`src/rtl/rx_mute_pkg.sv`:
```
package rx_mute_pkg;

    localparam int CHAR_W = 9;
    localparam int ADDR_W = 8;
    localparam int TICK_W = 4;

    typedef enum logic {
        WAKE_ON_IDLE = 1'b0,
        WAKE_ON_ADDR = 1'b1
    } wake_mode_e;

    typedef enum logic [1:0] {
        LEN7 = 2'd0,
        LEN8 = 2'd1,
        LEN9 = 2'd2,
        LENX = 2'd3
    } char_len_e;

    typedef struct packed {
        logic mute;
        logic rx_ready;
        logic idle_flag;
    } mute_out_t;

    function automatic logic [TICK_W-1:0] frame_ticks(char_len_e len);
        case (len)
            LEN7:    return TICK_W'(9);
            LEN9:    return TICK_W'(11);
            default: return TICK_W'(10);
        endcase
    endfunction

    function automatic logic top_bit(logic [CHAR_W-1:0] d, char_len_e len);
        case (len)
            LEN7:    return d[6];
            LEN9:    return d[8];
            default: return d[7];
        endcase
    endfunction

    function automatic logic [ADDR_W-1:0] long_mask(char_len_e len);
        case (len)
            LEN7:    return 8'h3F;
            LEN9:    return 8'hFF;
            default: return 8'h7F;
        endcase
    endfunction

endpackage

```
`src/rtl/rx_addr_cmp.sv`:
```
module rx_addr_cmp
    import rx_mute_pkg::*;
(
    input  logic [CHAR_W-1:0] data,
    input  char_len_e         len,
    input  logic              long_sel,
    input  logic [ADDR_W-1:0] own_addr,
    output logic              is_addr,
    output logic              hit
);
    logic [ADDR_W-1:0] diff;

    always_comb begin
        is_addr = top_bit(data, len);
        diff    = data[ADDR_W-1:0] ^ own_addr;
        if (long_sel)
            hit = (diff & long_mask(len)) == '0;
        else
            hit = diff[3:0] == 4'h0;
    end
endmodule

```
`src/rtl/rx_idle_timer.sv`:
```
module rx_idle_timer
    import rx_mute_pkg::*;
(
    input  logic              clk,
    input  logic              rst,
    input  logic              rx_line,
    input  logic              bit_tick,
    input  logic              char_done,
    input  logic [TICK_W-1:0] frame_len,
    output logic              idle_pulse,
    output logic              line_quiet
);
    logic [TICK_W-1:0] cnt;
    logic              armed;

    always_ff @(posedge clk) begin
        if (rst) begin
            cnt        <= '0;
            armed      <= 1'b1;
            idle_pulse <= 1'b0;
            line_quiet <= 1'b0;
        end else begin
            idle_pulse <= 1'b0;
            if (!rx_line) begin
                cnt        <= '0;
                line_quiet <= 1'b0;
            end else if (char_done) begin
                cnt        <= '0;
                armed      <= 1'b1;
                line_quiet <= 1'b0;
            end else if (armed && bit_tick) begin
                if (cnt == frame_len - TICK_W'(1)) begin
                    cnt        <= '0;
                    armed      <= 1'b0;
                    idle_pulse <= 1'b1;
                    line_quiet <= 1'b1;
                end else begin
                    cnt <= cnt + TICK_W'(1);
                end
            end
        end
    end
endmodule

```
`src/rtl/rx_mute_fsm.sv`:
```
module rx_mute_fsm
    import rx_mute_pkg::*;
(
    input  logic       clk,
    input  logic       rst,
    input  wake_mode_e mode,
    input  logic       char_valid,
    input  logic       is_addr,
    input  logic       hit,
    input  logic       idle_pulse,
    input  logic       line_quiet,
    input  logic       mute_req,
    output mute_out_t  q
);
    logic wake_ev, sleep_ev, deliver, flag;

    always_comb begin
        if (mode == WAKE_ON_ADDR) begin
            wake_ev  = char_valid && is_addr && hit;
            sleep_ev = mute_req || (char_valid && is_addr && !hit);
            deliver  = char_valid && (is_addr ? hit : !q.mute);
            flag     = idle_pulse;
        end else begin
            wake_ev  = idle_pulse && q.mute;
            sleep_ev = mute_req && !line_quiet;
            deliver  = char_valid && !q.mute;
            flag     = idle_pulse && !q.mute;
        end
    end

    always_ff @(posedge clk) begin
        if (rst) begin
            q <= '0;
        end else begin
            q.rx_ready  <= deliver;
            q.idle_flag <= flag;
            if (wake_ev)
                q.mute <= 1'b0;
            else if (sleep_ev)
                q.mute <= 1'b1;
        end
    end
endmodule

```
`src/rtl/rx_mute_ctrl.sv`:
```
module rx_mute_ctrl
    import rx_mute_pkg::*;
(
    input  logic              clk,
    input  logic              rst,
    input  logic              wake_sel,
    input  logic [1:0]        data_len,
    input  logic              addr_long,
    input  logic [ADDR_W-1:0] own_addr,
    input  logic              mute_req,
    input  logic              rx_line,
    input  logic              bit_tick,
    input  logic              char_valid,
    input  logic [CHAR_W-1:0] char_data,
    output logic              mute,
    output logic              rx_ready,
    output logic              idle_flag
);
    char_len_e  len;
    wake_mode_e mode;
    logic       addr_char, addr_hit, idle_pulse, line_quiet;
    mute_out_t  q;

    assign len  = char_len_e'(data_len);
    assign mode = wake_mode_e'(wake_sel);

    rx_addr_cmp u_cmp (
        .data     (char_data),
        .len      (len),
        .long_sel (addr_long),
        .own_addr (own_addr),
        .is_addr  (addr_char),
        .hit      (addr_hit)
    );

    rx_idle_timer u_idle (
        .clk        (clk),
        .rst        (rst),
        .rx_line    (rx_line),
        .bit_tick   (bit_tick),
        .char_done  (char_valid),
        .frame_len  (frame_ticks(len)),
        .idle_pulse (idle_pulse),
        .line_quiet (line_quiet)
    );

    rx_mute_fsm u_fsm (
        .clk        (clk),
        .rst        (rst),
        .mode       (mode),
        .char_valid (char_valid),
        .is_addr    (addr_char),
        .hit        (addr_hit),
        .idle_pulse (idle_pulse),
        .line_quiet (line_quiet),
        .mute_req   (mute_req),
        .q          (q)
    );

    assign mute      = q.mute;
    assign rx_ready  = q.rx_ready;
    assign idle_flag = q.idle_flag;
endmodule

```
`config.mk`:
```
export PLATFORM = sky130hd
export DESIGN_NAME = rx_mute_ctrl
export DESIGN_NICKNAME = d
export VERILOG_FILES = /design/src/rtl/rx_mute_pkg.sv /design/src/rtl/rx_addr_cmp.sv /design/src/rtl/rx_idle_timer.sv /design/src/rtl/rx_mute_fsm.sv /design/src/rtl/rx_mute_ctrl.sv
export SDC_FILE = /design/constraint.sdc
export NUM_CORES = 1
export LEC_CHECK = 0
export BUFFER_PORTS_ARGS = -buffer_cell sky130_fd_sc_hd__buf_4
export CAP_MARGIN = 30
export CORE_MARGIN = 2
export CORE_UTILIZATION = 44
export DETAILED_ROUTE_END_ITERATION = 7
export PLACE_DENSITY = 0.8
export SYNTH_ARGS = -nofsm -noshare
export SYNTH_HDL_FRONTEND = slang
export SYNTH_HIERARCHICAL = 1
export SYNTH_SLANG_ARGS = --single-unit
```
`constraint.sdc`:
```
create_clock -name clk -period 2 [get_ports clk]
set_clock_uncertainty 0.1 [all_clocks]
set_input_delay 0.1 -clock clk [delete_from_list [all_inputs] [get_ports clk]]
set_output_delay 0.1 -clock clk [all_outputs]
set_load 0.02 [all_outputs]
```
After elaboration in Yosys (flattened, before gate mapping). Cells that the tools add are included.

Input bits: 27. Logic and storage cells: 53. Output and inout bits: 3. Bits in registers: 10.

Reduce and logical (&&, ||, !) cells: 23. $add $sub $neg: 2. Multiplexer cells: 15. Equality and inequality tests: 2. Bitwise gates (word level): 4.

Operator list (number): case mux 8 bit (2 select lines) (1); 2-to-1 mux 1 bit (10); logical AND 1 bit (9); bitwise AND 8 bit (1); logical NOT 8 bit (1); 2-to-1 mux 8 bit (1); bitwise XOR 8 bit (1); adder 4 x 1 -> 4 bit (second input constant) (1); == test 4 bit (1); logical NOT 4 bit (1); 2-to-1 mux 4 bit (1); case mux 2 bit (2 select lines) (1); nonzero test 2 bit (2); OR reduction 4 bit (1); subtractor 4 x 1 -> 4 bit (second input constant) (1); logical NOT 1 bit (3); AND reduction 3 bit (1); OR reduction 3 bit (1); == test 2 bit (second input constant) (1); logical NOT 2 bit (1); inverter 1 bit (2); case mux 1 bit (2 select lines) (1); AND reduction 2 bit (1); OR reduction 2 bit (1); logical OR 1 bit (1).

Logic depth before layout (Yosys ltp).
Word-level depth: 10. Depth in mapped cells: 7. Mapped depth without buffers: 7.

Modules after synthesis. Netlist, hierarchy kept.

Modules (own cells, without submodules): rx_idle_timer (cells each 38, area each 374.1 µm², instances 1); rx_mute_fsm (cells each 16, area each 141.4 µm², instances 1); rx_addr_cmp (cells each 17, area each 123.9 µm², instances 1); rx_mute_ctrl (cells each 4, area each 17.5 µm², instances 1).

Worst setup path before layout. OpenSTA, ideal clock, no wires.

Path kind: input to register. Start point: input data_len[1]. End point: register u_idle.cnt[0]. Library setup time: 0.117 ns. Arrival time: 1.270 ns. Stages: 7. Path buffers: 0. Slack: 0.513 ns. Path through: or2_1 > inv_1 > ha_1 > xor3_1 > nor4_2 > and2_4 > nor3_1.

Cells in the longest elaborated chain, start to end: 5. Elaborated cells between the ends (all ways): 6.

RTL lines: from (decl) (RTL line rx_mute_ctrl.sv:7) `input logic [1:0] data_len,`; == test 2 bit or logical NOT 2 bit (tied branches) (RTL line rx_mute_pkg.sv:26) `case (len)`; case mux 2 bit (2 select lines) * (RTL line rx_mute_pkg.sv:26); subtractor 4 x 1 -> 4 bit * (RTL line rx_idle_timer.sv:32) `if (cnt == frame_len - TICK_W'(1)) begin`; == test 4 bit * (RTL line rx_idle_timer.sv:32); 2-to-1 mux 4 bit * (RTL line rx_idle_timer.sv:32); to (signal assigned) (RTL line rx_idle_timer.sv:38) `cnt <= cnt + TICK_W'(1);`; to (decl) (RTL line rx_idle_timer.sv:13) `logic [TICK_W-1:0] cnt;`.

Every way passes the cells marked *; elsewhere a longest branch is shown, timed or not. A chain may end at the register's enable or synchronous reset.

Final worst setup path.
Start point: register u_idle.cnt[2]. End point: register u_idle.cnt[2].

Cells in the longest elaborated chain, start to end: 2. Elaborated cells between the ends (all ways): 3.

RTL lines (RTL line): adder 4 x 1 -> 4 bit or == test 4 bit (tied branches) (rx_idle_timer.sv:38, rx_idle_timer.sv:32); 2-to-1 mux 4 bit * (rx_idle_timer.sv:32).

Marked as above.

==> flow_metrics.py <==
metrics = {
    "worst_hold_path": {
        "class_of_the_most_critical_hold_timing_path": "input pin to flop",
    },
    "logic_synthesis": {
        "synth_cell_type_count": 31,
        "cells_after_synthesis": 75,
        "ys_async_sr_fraction_pct": 0,
        "largest_family_of_logic_cells_by_synthesized_area": "XOR/XNOR gates",
        "synth-seq-cells": 10,
        "synth_edf_count": 0,
        "ys.flop_type": "sky130_fd_sc_hd__dfxtp_1",
        "synth-adder-area-share_pct": 3.81,
        "yosys.area_share.xor_xnor_pct": 23.6,
        "synth_simple_gate_area_share_pct": 18.7,
        "mux_contribution_to_synthesized_area_pct": 3.05,
        "postSynthAreaPerCell_um2": 8.76,
        "netlist_area_um2": 657,
        "synth_compound_gate_area_share_pct": 15.2,
        "ys_seq_area_share_pct": 30.5,
        "ys.warnings.count": 6,
    },
    "floorplan": {
        "placementRows": 13,
        "floorplan.die.height_um": 42.6,
        "ios": 30,
        "initial_core_util_pct": 48.7,
        "die_w_um": 42.6,
        "dieArea_um2": 1820,
        "coreArea_um2": 1350,
    },
    "sta": {
        "grt_setup_unrepaired": "no",
        "period_needed_ns": 1.53,
        "report.final.slew_viol_count": 0,
        "fin_crit_sh_pct": 76.7,
        "maximum_frequency_from_static_timing_analysis_mhz": 652,
        "fin_worst_hold_slack_ns": 0.0239,
        "setup_tns_ns": 0,
        "finalSetupViolations": 0,
        "count_of_endpoints_failing_hold_in_the_final_timing_report": 0,
    },
    "routing": {
        "routed-wl-met2_um": 797,
        "final_wirelength_um": 1620,
        "detail-route-antenna-nets": 0,
        "route.layer.met1.wl_um": 646,
        "vias_per_cell": 5.13,
        "met3WireLength_um": 138,
        "drc_violations_left": 0,
        "drtIter0Drc": 8,
        "dr_total_vias": 646,
        "avgRoutedWirePerCell_um": 12.8,
        "drt_first_pass_iters": 2,
        "topRoutingLayerUsed": "met4",
    },
    "pwr": {
        "irDropWorstVdd_uv": 443,
        "power_switching_share_pct": 25.3,
        "power.switching_uw": 131,
        "power_frac_clock_pct": 35.6,
        "standby_leakage_power_uw": 0.000458,
        "share_seq_of_total_power_pct": 40.3,
        "power.density_nw_per_um2": 543,
        "p_int_uw": 387,
        "comb_power_share_pct": 24.1,
    },
    "layout": {
        "nets": 141,
        "layout_commonest_cell": "sky130_fd_sc_hd__buf_4",
        "finalCoreUtilization_pct": 70.6,
        "share_of_post_route_cells_with_drive_strength_above_1_pct": 33.3,
        "area_growth_syn_to_layout_pct": 45.1,
        "area_of_all_placed_cells_without_fillers_um2": 953,
        "finish.cell_count_without_fillers": 126,
        "antenna_cells": 0,
        "mostFrequentLayoutCells": "sky130_fd_sc_hd__buf_4 (29), sky130_fd_sc_hd__xnor2_1 (12), sky130_fd_sc_hd__dfxtp_1 (10)",
    },
    "critical_path": {
        "slowest_cell_delay_on_critical_path_ns": 0.44,
        "classification_of_the_worst_setup_path": "flop to flop",
        "crit_path_end_kind": "flop",
        "worstPathMaxFanout": 5,
        "timing.critical_path.cells": "xor3_1 -> nor4_2 -> and2_4 -> nor3_1",
        "critical_path.slowest_cell": "sky130_fd_sc_hd__xor3_1",
        "crit_path_start_kind": "flop",
        "sum_of_buffers_and_inverters_on_the_critical_path": 0,
        "critical-path-top-delay-family": "simple AND/OR/NAND/NOR gates",
        "critical_path_arrival_ns": 1.59,
        "worst-endpoint-required_ns": 2.06,
    },
    "grt": {
        "grt_overflow_total": 0,
        "antenna_found_initial": 0,
        "first_pass_grt_wire_length_um": 2590,
        "track_usage_pct": 19.2,
        "grt_max_degree": 7,
        "grt_pass1_vias": 642,
    },
    "placed_design": {
        "placedCellCount": 120,
        "gpl.final_weighted_congestion": 0.715,
        "total_cell_area_at_the_placement_stage_um2": 897,
        "io_buffers": 29,
        "dp.final_hpwl_um": 1190,
    },
    "clocking": {
        "worstSkewPairLatency_ns": 0.27,
        "worst_setup_hold_path_clk_slew_ns": 0.07,
        "clockBufferDepth": 2,
        "numClockSinks": 10,
        "clk_root_buffer_cell": "sky130_fd_sc_hd__clkbuf_4",
        "ctsHtreeMaxLevel": 1,
        "cts_resized": 0,
        "tritoncts": "done",
        "tritoncts.num_buffers": 3,
    },
    "job": {
        "maxCapViolCount": 0,
    },
    "run_status": {
        "run_status": "finished clean",
    },
}
repair_timing:
action	4_1_cts	5_1_grt
buffers inserted	0	0
endpoints found under the hold margin	2	0
hold buffers	2	0
registers in the layout, summed over array words and instances, names as in the netlist:
signal,cells
u_fsm/q,3
u_idle/armed,1
u_idle/cnt,4
u_idle/idle_pulse,1
u_idle/line_quiet,1
power by group through the flow:
stage          combinational, uW  sequential, uW  clock [uW]
2_1_floorplan               56.7             216           0
3_3_place_gp                 118             212           0
3_5_place_dp                 120             213           0
4_1_cts                      124             208         191
5_1_grt                      137             209         201
6_report                     125             208         184
synth_stat cells, types with 2 or more instances:
cell / instances / area, um^2
sky130_fd_sc_hd__mux2i_1: 2 / 20.0
sky130_fd_sc_hd__nand3_1: 2 / 10.0
sky130_fd_sc_hd__nor2_1: 2 / 7.51
sky130_fd_sc_hd__xnor2_1: 12 / 105
sky130_fd_sc_hd__dfxtp_1: 10 / 200
sky130_fd_sc_hd__nor3_1: 5 / 25.0
sky130_fd_sc_hd__inv_1: 7 / 26.3
sky130_fd_sc_hd__ha_1: 2 / 25.0
sky130_fd_sc_hd__conb_1: 2 / 7.51
sky130_fd_sc_hd__nand2_1: 7 / 26.3
sky130_fd_sc_hd__o21ai_0: 2 / 10.0
sky130_fd_sc_hd__xor2_1: 3 / 26.3
area by class of cell:
| type | count | area [um^2] |
|---|---|---|
| sequential | 10 | 200 |
| tap | 15 | 18.8 |
| clock buffer | 4 | 36.3 |
| fill | 119 | 397 |
| inverter | 7 | 26.3 |
| timing repair buffer | 31 | 238 |
| multi-input combinational | 59 | 434 |
path summary, 6_finish.rpt:
path,cells after the start,end,startpoint,slack (ns)
max,4,u_idle/cnt[2]$_SDFFE_PP0P_,u_idle/cnt[2]$_SDFFE_PP0P_,0.47
min,2,u_fsm/q[1]$_SDFF_PP0_,char_valid,0.02
max reg2reg,4,u_idle/cnt[2]$_SDFFE_PP0P_,u_idle/cnt[2]$_SDFFE_PP0P_,0.47
min reg2reg,2,u_idle/armed$_SDFFE_PP1P_,u_idle/armed$_SDFFE_PP1P_,0.37
per-stage QoR:
step,power (uW),setup WS (ns)
floorplan,273,0.513
global placement,330,0.329
detailed placement,332,0.279
CTS,522,0.459
global route,547,0.344
finish,518,0.466
layer usage:
layer | vias to the layer above | GRT usage (%)
li1 | 329 | -
met1 | 282 | 19.0
met2 | 30 | 35.2
met3 | 5 | 8.62
met4 | 0 | 5.63
met5 | - | 0
cell families (layout without fill, tap and decap cells):
kind of cell               after synthesis  after routing
xor gates and xnor gates                16             16
adders and majority gates                2              2
other                                    2              3
buffers and inverters                    7             42
and+or+nand+nor                         23             23
AOI/OAI and AO/OA                       13             13
muxes                                    2              2
DFF                                     10             10
(Power assumes the default switching activity.)
